==> config.mk <==
export PLATFORM = sky130hd
export DESIGN_NAME = flop_ctl_regs
export DESIGN_NICKNAME = d
export VERILOG_FILES = /design/src/rtl/flop_ctl_pkg.sv /design/src/rtl/flop_bus_decode.sv /design/src/rtl/flop_idle_timer.sv /design/src/rtl/flop_stepper.sv /design/src/rtl/flop_drive_state.sv /design/src/rtl/flop_ctl_regs.sv
export SDC_FILE = /design/constraint.sdc
export NUM_CORES = 1
export LEC_CHECK = 0
export BUFFER_PORTS_ARGS = -buffer_cell sky130_fd_sc_hd__buf_4
export CAP_MARGIN = 20
export CELL_PAD_IN_SITES_DETAIL_PLACEMENT = 0
export CELL_PAD_IN_SITES_GLOBAL_PLACEMENT = 2
export CORE_MARGIN = 5
export CORE_UTILIZATION = 29
export CTS_BUF_LIST = sky130_fd_sc_hd__clkbuf_16
export DETAILED_ROUTE_END_ITERATION = 10
export GPL_TIMING_DRIVEN = 0
export PLACE_DENSITY = 0.79
export SLEW_MARGIN = 0
export SYNTH_ARGS = -nofsm -noshare
export SYNTH_HDL_FRONTEND = slang
export SYNTH_HIERARCHICAL = 1
export SYNTH_SLANG_ARGS = --single-unit
export TNS_END_PERCENT = 20
==> constraint.sdc <==
create_clock -name clk -period 2.4 [get_ports clk]
set_input_delay 0.24 -clock clk [delete_from_list [all_inputs] [get_ports clk]]
set_output_delay 0.24 -clock clk [all_outputs]
set_load 0.05 [all_outputs]
==> src/rtl/flop_ctl_pkg.sv <==
// Shared types for the floppy controller register section.
// Assumes an 8-bit host data bus with opcode in bits 7:5.
package flop_ctl_pkg;

    typedef enum logic [2:0] {
        OP_SELECT = 3'd0,
        OP_IRQ    = 3'd1,
        OP_STEP   = 3'd2,
        OP_WRITE  = 3'd3,
        OP_RESET  = 3'd4,
        OP_RSV5   = 3'd5,
        OP_RSV6   = 3'd6,
        OP_RSV7   = 3'd7
    } op_e;

    // One-cycle command strobes plus the modifier bits that consumers use
    typedef struct packed {
        logic       sel;
        logic       irq;
        logic       step;
        logic       wr;
        logic       rst;
        logic [1:0] unit;
        logic       head;
        logic       arg0;
    } cmd_t;

    localparam logic [1:0] OFS_SECTOR = 2'd0;
    localparam logic [1:0] OFS_DRIVE  = 2'd1;

endpackage

==> src/rtl/flop_bus_decode.sv <==
// Host-side decode: turns window writes into command strobes and
// selects the read byte. Pure combinational; assumes one access per cycle.
module flop_bus_decode
    import flop_ctl_pkg::*;
#(
    parameter int AW = 10
) (
    input  logic          bus_hit,
    input  logic          bus_rd,
    input  logic          bus_wr,
    input  logic [AW-1:0] bus_addr,
    input  logic [7:0]    bus_wdata,
    input  logic [7:0]    sector_byte,
    input  logic [7:0]    drive_byte,
    input  logic [7:0]    data_byte,
    output logic [7:0]    bus_rdata,
    output logic          rd_touch,
    output cmd_t          cmd
);

    logic upper;
    logic wr_cmd;
    op_e  op;
    logic unused_bits;

    assign upper       = bus_hit && bus_addr[AW-1];
    assign wr_cmd      = bus_wr && upper && !bus_addr[1];
    assign op          = op_e'(bus_wdata[7:5]);
    assign rd_touch    = bus_rd && upper;
    assign unused_bits = ^{bus_wdata[3:2], bus_addr[AW-2:2]};

    // Command strobes: one per opcode, reserved opcodes produce none
    always_comb begin
        cmd      = '0;
        cmd.sel  = wr_cmd && (op == OP_SELECT);
        cmd.irq  = wr_cmd && (op == OP_IRQ);
        cmd.step = wr_cmd && (op == OP_STEP);
        cmd.wr   = wr_cmd && (op == OP_WRITE);
        cmd.rst  = wr_cmd && (op == OP_RESET);
        cmd.unit = bus_wdata[1:0];
        cmd.head = bus_wdata[4];
        cmd.arg0 = bus_wdata[0];
    end

    // Read mux: window aliasing on bits 1:0, 0xFF outside the upper half
    always_comb begin
        bus_rdata = 8'hFF;
        if (upper) begin
            case (bus_addr[1:0])
                OFS_SECTOR: bus_rdata = sector_byte;
                OFS_DRIVE:  bus_rdata = drive_byte;
                default:    bus_rdata = data_byte;
            endcase
        end
    end

endmodule

==> src/rtl/flop_idle_timer.sv <==
// Retriggerable idle timer: armed and restarted by each host read,
// pulses expire for one cycle after TIMEOUT idle cycles, then disarms.
// Assumes TIMEOUT >= 2.
module flop_idle_timer #(
    parameter int TIMEOUT = 500_000_000
) (
    input  logic clk,
    input  logic rst_n,
    input  logic touch,
    output logic expire
);

    localparam int TW = $clog2(TIMEOUT + 1);
    localparam logic [TW-1:0] LAST = TW'(TIMEOUT - 1);

    logic [TW-1:0] cnt;
    logic          armed;

    assign expire = armed && (cnt == LAST) && !touch;

    // Count idle cycles while armed; a read restarts from zero
    always_ff @(posedge clk) begin
        if (!rst_n) begin
            cnt   <= '0;
            armed <= 1'b0;
        end else if (touch) begin
            cnt   <= '0;
            armed <= 1'b1;
        end else if (expire) begin
            cnt   <= '0;
            armed <= 1'b0;
        end else if (armed) begin
            cnt <= cnt + 1'b1;
        end
    end

    p_single_expire_r5: assert property (@(posedge clk) disable iff (!rst_n)
        expire |=> !expire);

    p_touch_defers_r5: assert property (@(posedge clk) disable iff (!rst_n)
        touch |=> !expire);

endmodule

==> src/rtl/flop_stepper.sv <==
// Head stepper: fixed-length step pulse, latched direction, and a sticky
// flag for steps spaced closer than the drive's settle windows.
// Assumes SAME_GAP and OPP_GAP >= 2.
module flop_stepper #(
    parameter int STEP_PULSE = 63,
    parameter int SAME_GAP   = 3_750_000,
    parameter int OPP_GAP    = 5_000_000
) (
    input  logic clk,
    input  logic rst_n,
    input  logic clr,
    input  logic go,
    input  logic dir_req,
    output logic step_out,
    output logic step_inward,
    output logic rate_err
);

    localparam int GMAX = (SAME_GAP > OPP_GAP) ? SAME_GAP : OPP_GAP;
    localparam int PW   = $clog2(STEP_PULSE + 1);
    localparam int GW   = $clog2(GMAX + 1);
    localparam logic [PW-1:0] PLOAD    = PW'(STEP_PULSE);
    localparam logic [GW-1:0] GSAT     = GW'(GMAX);
    localparam logic [GW-1:0] SAME_LIM = GW'(SAME_GAP - 1);
    localparam logic [GW-1:0] OPP_LIM  = GW'(OPP_GAP - 1);

    logic [PW-1:0] pcnt;
    logic [GW-1:0] gap;
    logic          have_prev;
    logic          too_close;

    assign step_out  = (pcnt != '0);
    assign too_close = have_prev &&
                       ((dir_req == step_inward) ? (gap < SAME_LIM) : (gap < OPP_LIM));

    // Pulse timer, direction latch, spacing counter and sticky error
    always_ff @(posedge clk) begin
        if (!rst_n) begin
            pcnt        <= '0;
            gap         <= '0;
            have_prev   <= 1'b0;
            step_inward <= 1'b0;
            rate_err    <= 1'b0;
        end else begin
            if (go) begin
                pcnt        <= PLOAD;
                step_inward <= dir_req;
                gap         <= '0;
                have_prev   <= 1'b1;
                if (too_close) rate_err <= 1'b1;
            end else begin
                if (pcnt != '0) pcnt <= pcnt - 1'b1;
                if (gap != GSAT) gap <= gap + 1'b1;
            end
            if (clr) begin
                rate_err  <= 1'b0;
                have_prev <= 1'b0;
            end
        end
    end

    p_pulse_starts_r7: assert property (@(posedge clk) disable iff (!rst_n)
        go |=> step_out);

    p_dir_held_r7: assert property (@(posedge clk) disable iff (!rst_n)
        !go |=> $stable(step_inward));

    p_err_sticky_r8: assert property (@(posedge clk) disable iff (!rst_n)
        (rate_err && !clr) |=> rate_err);

endmodule

==> src/rtl/flop_drive_state.sv <==
// Drive selection, write-enable latch and sector interrupt state.
// Assumes sector_pulse is one cycle wide and sector_flag is synchronous.
module flop_drive_state
    import flop_ctl_pkg::*;
(
    input  logic       clk,
    input  logic       rst_n,
    input  logic       clr,
    input  cmd_t       cmd,
    input  logic       drv_ready,
    input  logic       sector_pulse,
    input  logic       sector_flag,
    output logic [1:0] unit_id,
    output logic       head_upper,
    output logic       unit_active,
    output logic       write_en,
    output logic       sec_irq
);

    logic wr_pend;
    logic irq_en;
    logic sf_q;
    logic sf_rise;

    assign sf_rise = sector_flag && !sf_q;

    // Drive and head selection register
    always_ff @(posedge clk) begin
        if (!rst_n || clr) begin
            unit_id     <= '0;
            head_upper  <= 1'b0;
            unit_active <= 1'b0;
        end else if (cmd.sel) begin
            unit_id     <= cmd.unit;
            head_upper  <= cmd.head;
            unit_active <= 1'b1;
        end
    end

    // Write latch: sets once the command has ended, closes on sector or not-ready
    always_ff @(posedge clk) begin
        if (!rst_n) begin
            wr_pend  <= 1'b0;
            write_en <= 1'b0;
        end else begin
            wr_pend <= cmd.wr && !clr;
            if (clr || sector_pulse || !drv_ready) write_en <= 1'b0;
            else if (wr_pend)                      write_en <= 1'b1;
        end
    end

    // Sector interrupt enable and flag, set on sector-flag rising edge
    always_ff @(posedge clk) begin
        if (!rst_n) begin
            irq_en  <= 1'b0;
            sec_irq <= 1'b0;
            sf_q    <= 1'b0;
        end else begin
            sf_q <= sector_flag;
            if (clr || (cmd.irq && !cmd.arg0)) begin
                irq_en  <= 1'b0;
                sec_irq <= 1'b0;
            end else begin
                if (cmd.irq)           irq_en  <= 1'b1;
                if (sf_rise && irq_en) sec_irq <= 1'b1;
            end
        end
    end

    p_wen_ready_r10: assert property (@(posedge clk) disable iff (!rst_n)
        !drv_ready |=> !write_en);

    p_wen_sector_r10: assert property (@(posedge clk) disable iff (!rst_n)
        sector_pulse |=> !write_en);

    p_irq_gated_r11: assert property (@(posedge clk) disable iff (!rst_n)
        sec_irq |-> irq_en);

    p_clear_all_r6: assert property (@(posedge clk) disable iff (!rst_n)
        clr |=> (!unit_active && !write_en && !sec_irq && !irq_en));

endmodule

==> src/rtl/flop_ctl_regs.sv <==
// Top of the floppy controller register section: window decode, idle
// timer, stepper and drive state. General reset = reset command or
// timer expiry; power-on clear is the synchronous rst_n.
module flop_ctl_regs
    import flop_ctl_pkg::*;
#(
    parameter int WINDOW_BYTES = 1024,
    parameter int TIMEOUT      = 500_000_000,
    parameter int STEP_PULSE   = 63,
    parameter int SAME_GAP     = 3_750_000,
    parameter int OPP_GAP      = 5_000_000,
    localparam int AW          = $clog2(WINDOW_BYTES)
) (
    input  logic          clk,
    input  logic          rst_n,
    input  logic          bus_hit,
    input  logic          bus_rd,
    input  logic          bus_wr,
    input  logic [AW-1:0] bus_addr,
    input  logic [7:0]    bus_wdata,
    output logic [7:0]    bus_rdata,
    input  logic [7:0]    data_byte,
    input  logic [1:0]    strap,
    input  logic [3:0]    sector_addr,
    input  logic          sector_flag,
    input  logic          sector_pulse,
    input  logic          trk0,
    input  logic          wprot,
    input  logic          drv_ready,
    input  logic          host_int_en,
    input  logic          xfer_flag,
    output logic [1:0]    unit_id,
    output logic          unit_active,
    output logic          head_upper,
    output logic          step_out,
    output logic          step_inward,
    output logic          write_en,
    output logic          sec_irq,
    output logic          step_rate_err
);

    cmd_t       cmd;
    logic       rd_touch;
    logic       expire;
    logic       gen_rst;
    logic [7:0] sector_byte;
    logic [7:0] drive_byte;

    assign gen_rst     = cmd.rst || expire;
    assign sector_byte = {sector_flag, sec_irq, strap, sector_addr};
    assign drive_byte  = {xfer_flag, host_int_en, drv_ready, wprot, trk0,
                          !unit_active, unit_id};

    flop_bus_decode #(.AW(AW)) u_decode (
        .bus_hit     (bus_hit),
        .bus_rd      (bus_rd),
        .bus_wr      (bus_wr),
        .bus_addr    (bus_addr),
        .bus_wdata   (bus_wdata),
        .sector_byte (sector_byte),
        .drive_byte  (drive_byte),
        .data_byte   (data_byte),
        .bus_rdata   (bus_rdata),
        .rd_touch    (rd_touch),
        .cmd         (cmd)
    );

    flop_idle_timer #(.TIMEOUT(TIMEOUT)) u_timer (
        .clk    (clk),
        .rst_n  (rst_n),
        .touch  (rd_touch),
        .expire (expire)
    );

    flop_stepper #(
        .STEP_PULSE (STEP_PULSE),
        .SAME_GAP   (SAME_GAP),
        .OPP_GAP    (OPP_GAP)
    ) u_stepper (
        .clk         (clk),
        .rst_n       (rst_n),
        .clr         (gen_rst),
        .go          (cmd.step),
        .dir_req     (cmd.arg0),
        .step_out    (step_out),
        .step_inward (step_inward),
        .rate_err    (step_rate_err)
    );

    flop_drive_state u_state (
        .clk          (clk),
        .rst_n        (rst_n),
        .clr          (gen_rst),
        .cmd          (cmd),
        .drv_ready    (drv_ready),
        .sector_pulse (sector_pulse),
        .sector_flag  (sector_flag),
        .unit_id      (unit_id),
        .head_upper   (head_upper),
        .unit_active  (unit_active),
        .write_en     (write_en),
        .sec_irq      (sec_irq)
    );

    p_timeout_drops_r5: assert property (@(posedge clk) disable iff (!rst_n)
        expire |=> !unit_active);

    p_one_cmd_r12: assert property (@(posedge clk) disable iff (!rst_n)
        $onehot0({cmd.sel, cmd.irq, cmd.step, cmd.wr, cmd.rst}));

    p_select_r4: assert property (@(posedge clk) disable iff (!rst_n)
        (cmd.sel && !expire) |=> unit_active);

endmodule

==> impl_metrics.yaml <==
route:
  viasPerCell: 4.94
  routedWlPerCell_um: 13.9
  drt_iter0_markers: 197
  first_pass_iters: 5
  drc: 0
  finalWirelength_mm: 9.36
  drtAntennaViolNets: 0
  num_vias: 3335
logic_synthesis:
  synth_cell_types: 57
  synth_ff_type: "dfxtp_1"
  synth_area_leaders: "dfxtp_1, nor2_1, xor2_1, mux2i_1, a21oi_1"
  yosysMostFrequentCell: "dfxtp_1"
  async_reset_ff_share_pct: 0
  synth_cells: 439
  yosys.area.top_type: "dfxtp_1"
  synth_seq_area_share_pct: 37.7
  synth_edf_count: 0
  synth_commonest_cells: "dfxtp_1, nor2_1, a21oi_1"
  yosys_warnings: 6
  ys_ff_latch: 71
  syn_area_um2: 3770
  syn-num-nets: 487
  synth_top_area_share_pct: 37.7
  postSynthAreaPerCell_um2: 8.60
timing:
  rsz0062_at_grt: "no"
  period_share_pct: 95.0
  slew-limit-headroom_pct: 37.5
  finClkSkew_ns: 0.00732
  maxSlewViolCount: 0
  setup_violations: 0
  setup_tns_ns: 0
  timing.hold.ws_ns: 0.0862
  fin_crit_ns: 2.28
  max_clock_freq_mhz: 438
  setup_ws_ns: 0.119
  hold_violations: 0
  worstMarginPinSlew_ns: 0.929
global_routing:
  grt_max_degree: 13
  grt_overflow_total: 0
  grtUsageTotal_pct: 13.0
  grt_pass1_vias: 3176
  antenna_found_initial: 0
  grt_first_pass_wirelength_mm: 16.1
setup_path:
  crit_top_cell: "or4_1"
  crit_fanout: 6
  cpPeakStageDelay_ns: 0.52
  worstPathArrival_ns: 2.49
  critPathLaunchType: "flip-flop"
  endpoint_kind: "flip-flop"
  worstSetupPathType: "reg2reg"
  cp.required_ns: 2.60
  crit_path_top_delay_cell: "or4_1"
  crit_chain: "or3_1 -> or4_1 -> or4_1 -> buf_2 -> mux2i_1 -> nor2_1"
cts:
  clockRootBuffer: "clkbuf_16"
  cts.sinks: 71
  cts_buffers: 9
  clockBufferDepth: 2
  cts_htree_levels: 3
  cts_resized: 1
  cts.clk_slew.worst_paths_ns: 0.06
  post_cts_buffers: 0
  holdBufCountCts: 0
  clock_latency_ns: 0.33
  cts_tree: "built"
outcome:
  status: "finished, final reports clean"
floorplanning:
  rows: 41
  fp.dieArea_um2: 15400
  die_x_um: 124
  core_um2: 12700
  dieHeight_um: 124
  io-pin-count: 61
  start_util_pct: 29.8
placed_design:
  pre_cts_ws_ns: -0.0704
  dp.cells: 659
  portBuffers: 47
  gp_congestion: 0.774
  hpwl_mm: 6.90
pwr:
  ir_drop_mv: 0.328
  p_total_uw: 3180
  leakage_uw: 0.00168
  cellPowerDensity_nw_per_um2: 679
final_layout:
  syn_to_final_growth_pct: 24.1
  fin_cells: 675
  seq_area_um2: 1420
  final_nets: 546
  fill_cells: 1339
  multi_input_area_um2: 2180
  num_antenna_cells: 0
  drive_gt1_share_pct: 17.7
min_path:
  min_path_type: "in2reg"
run:
  drv_cap: 0
## placed cells by master, fill, tap and decap left out, types with 15 or more instances in the layout
cell type and n:
xor2_1 20, nand4_1 20, mux2i_1 15, dfxtp_1 71, nand2_1 24, o21ai_0 15, buf_4 54, inv_1 15
nand3_1 19, nor2_1 47, a21oi_1 25
## flip-flops by register name (all words and copies together), names as in the netlist
| signal | cells |
|---|---|
| u_state/wr_pend | 1 |
| u_stepper/pcnt | 6 |
| u_state/unit_active | 1 |
| u_state/head_upper | 1 |
| u_timer/cnt | 29 |
| u_stepper/have_prev | 1 |
| u_state/write_en | 1 |
| u_state/irq_en | 1 |
| u_stepper/rate_err | 1 |
| u_state/sf_q | 1 |
| u_state/sec_irq | 1 |
| u_stepper/step_inward | 1 |
| u_stepper/gap | 23 |
| u_state/unit_id | 2 |
| u_timer/armed | 1 |
## where the power goes
| part | switching (uW) | internal [uW] |
|---|---|---|
| clock network | 519 | 901 |
| registers | 42.3 | 1230 |
| logic | 274 | 215 |
## through the flow
step | area (um^2) | utilization [%]
after detailed placement | 4350 | 34.3
after floorplan | 3770 | -
after CTS | 4660 | 36.8
final | 4680 | 37.0
after global routing | 4680 | 37.0
after global placement | 4340 | 34.3
## cell families (layout without fill, tap and decap cells)
| group | Yosys count | count (layout) | share of synthesized area [%] |
|---|---|---|---|
| simple gates | 205 | 205 | 31.4 |
| compound gates | 77 | 77 | 13.7 |
| flops | 71 | 71 | 37.7 |
| buf+inv | 37 | 101 | 5.04 |
| xor+xnor | 30 | 30 | 6.96 |
| mux | 15 | 15 | 3.98 |
| fa+ha+maj | 4 | 4 | 1.33 |
## worst paths after layout
check | startpoint | slack (ns) | to | cells past startpoint
setup / recovery | u_stepper/gap[15] | 0.12 | u_stepper/gap[1] | 6
hold / removal | sector_pulse | 0.09 | u_state/write_en | 2
setup reg to reg | u_stepper/gap[15] | 0.12 | u_stepper/gap[1] | 6
hold reg to reg | u_stepper/have_prev | 0.48 | u_stepper/have_prev | 2
## area by class of cell
class	instances	share of cell area [%]
Buffer	22	2.89
Clock buffer	9	4.81
Clock inverter	7	1.87
Inverter	15	1.20
Multi-Input combinational cell	331	46.6
Sequential cell	71	30.3
Tap cell	172	4.60
Timing Repair Buffer	48	7.64
## critical path: cells and delay by family (launching register included)
kind                   cells  cell delay (ns)
muxes                      1             0.15
buffers and inverters      1             0.17
DFF                        1             0.35
and+or+nand+nor            4             1.48
## metal layers
layer / vias up / track usage, % / wire length, um
met2: 32 / 22.2 / 4640
li1: 1728 / - / -
met3: 11 / 3.27 / 256
met1: 1564 / 16.3 / 4350
met5: - / 0 / 0
met4: 0 / 3.70 / 113
No activity file was read; power rests on OpenSTA's default activity.
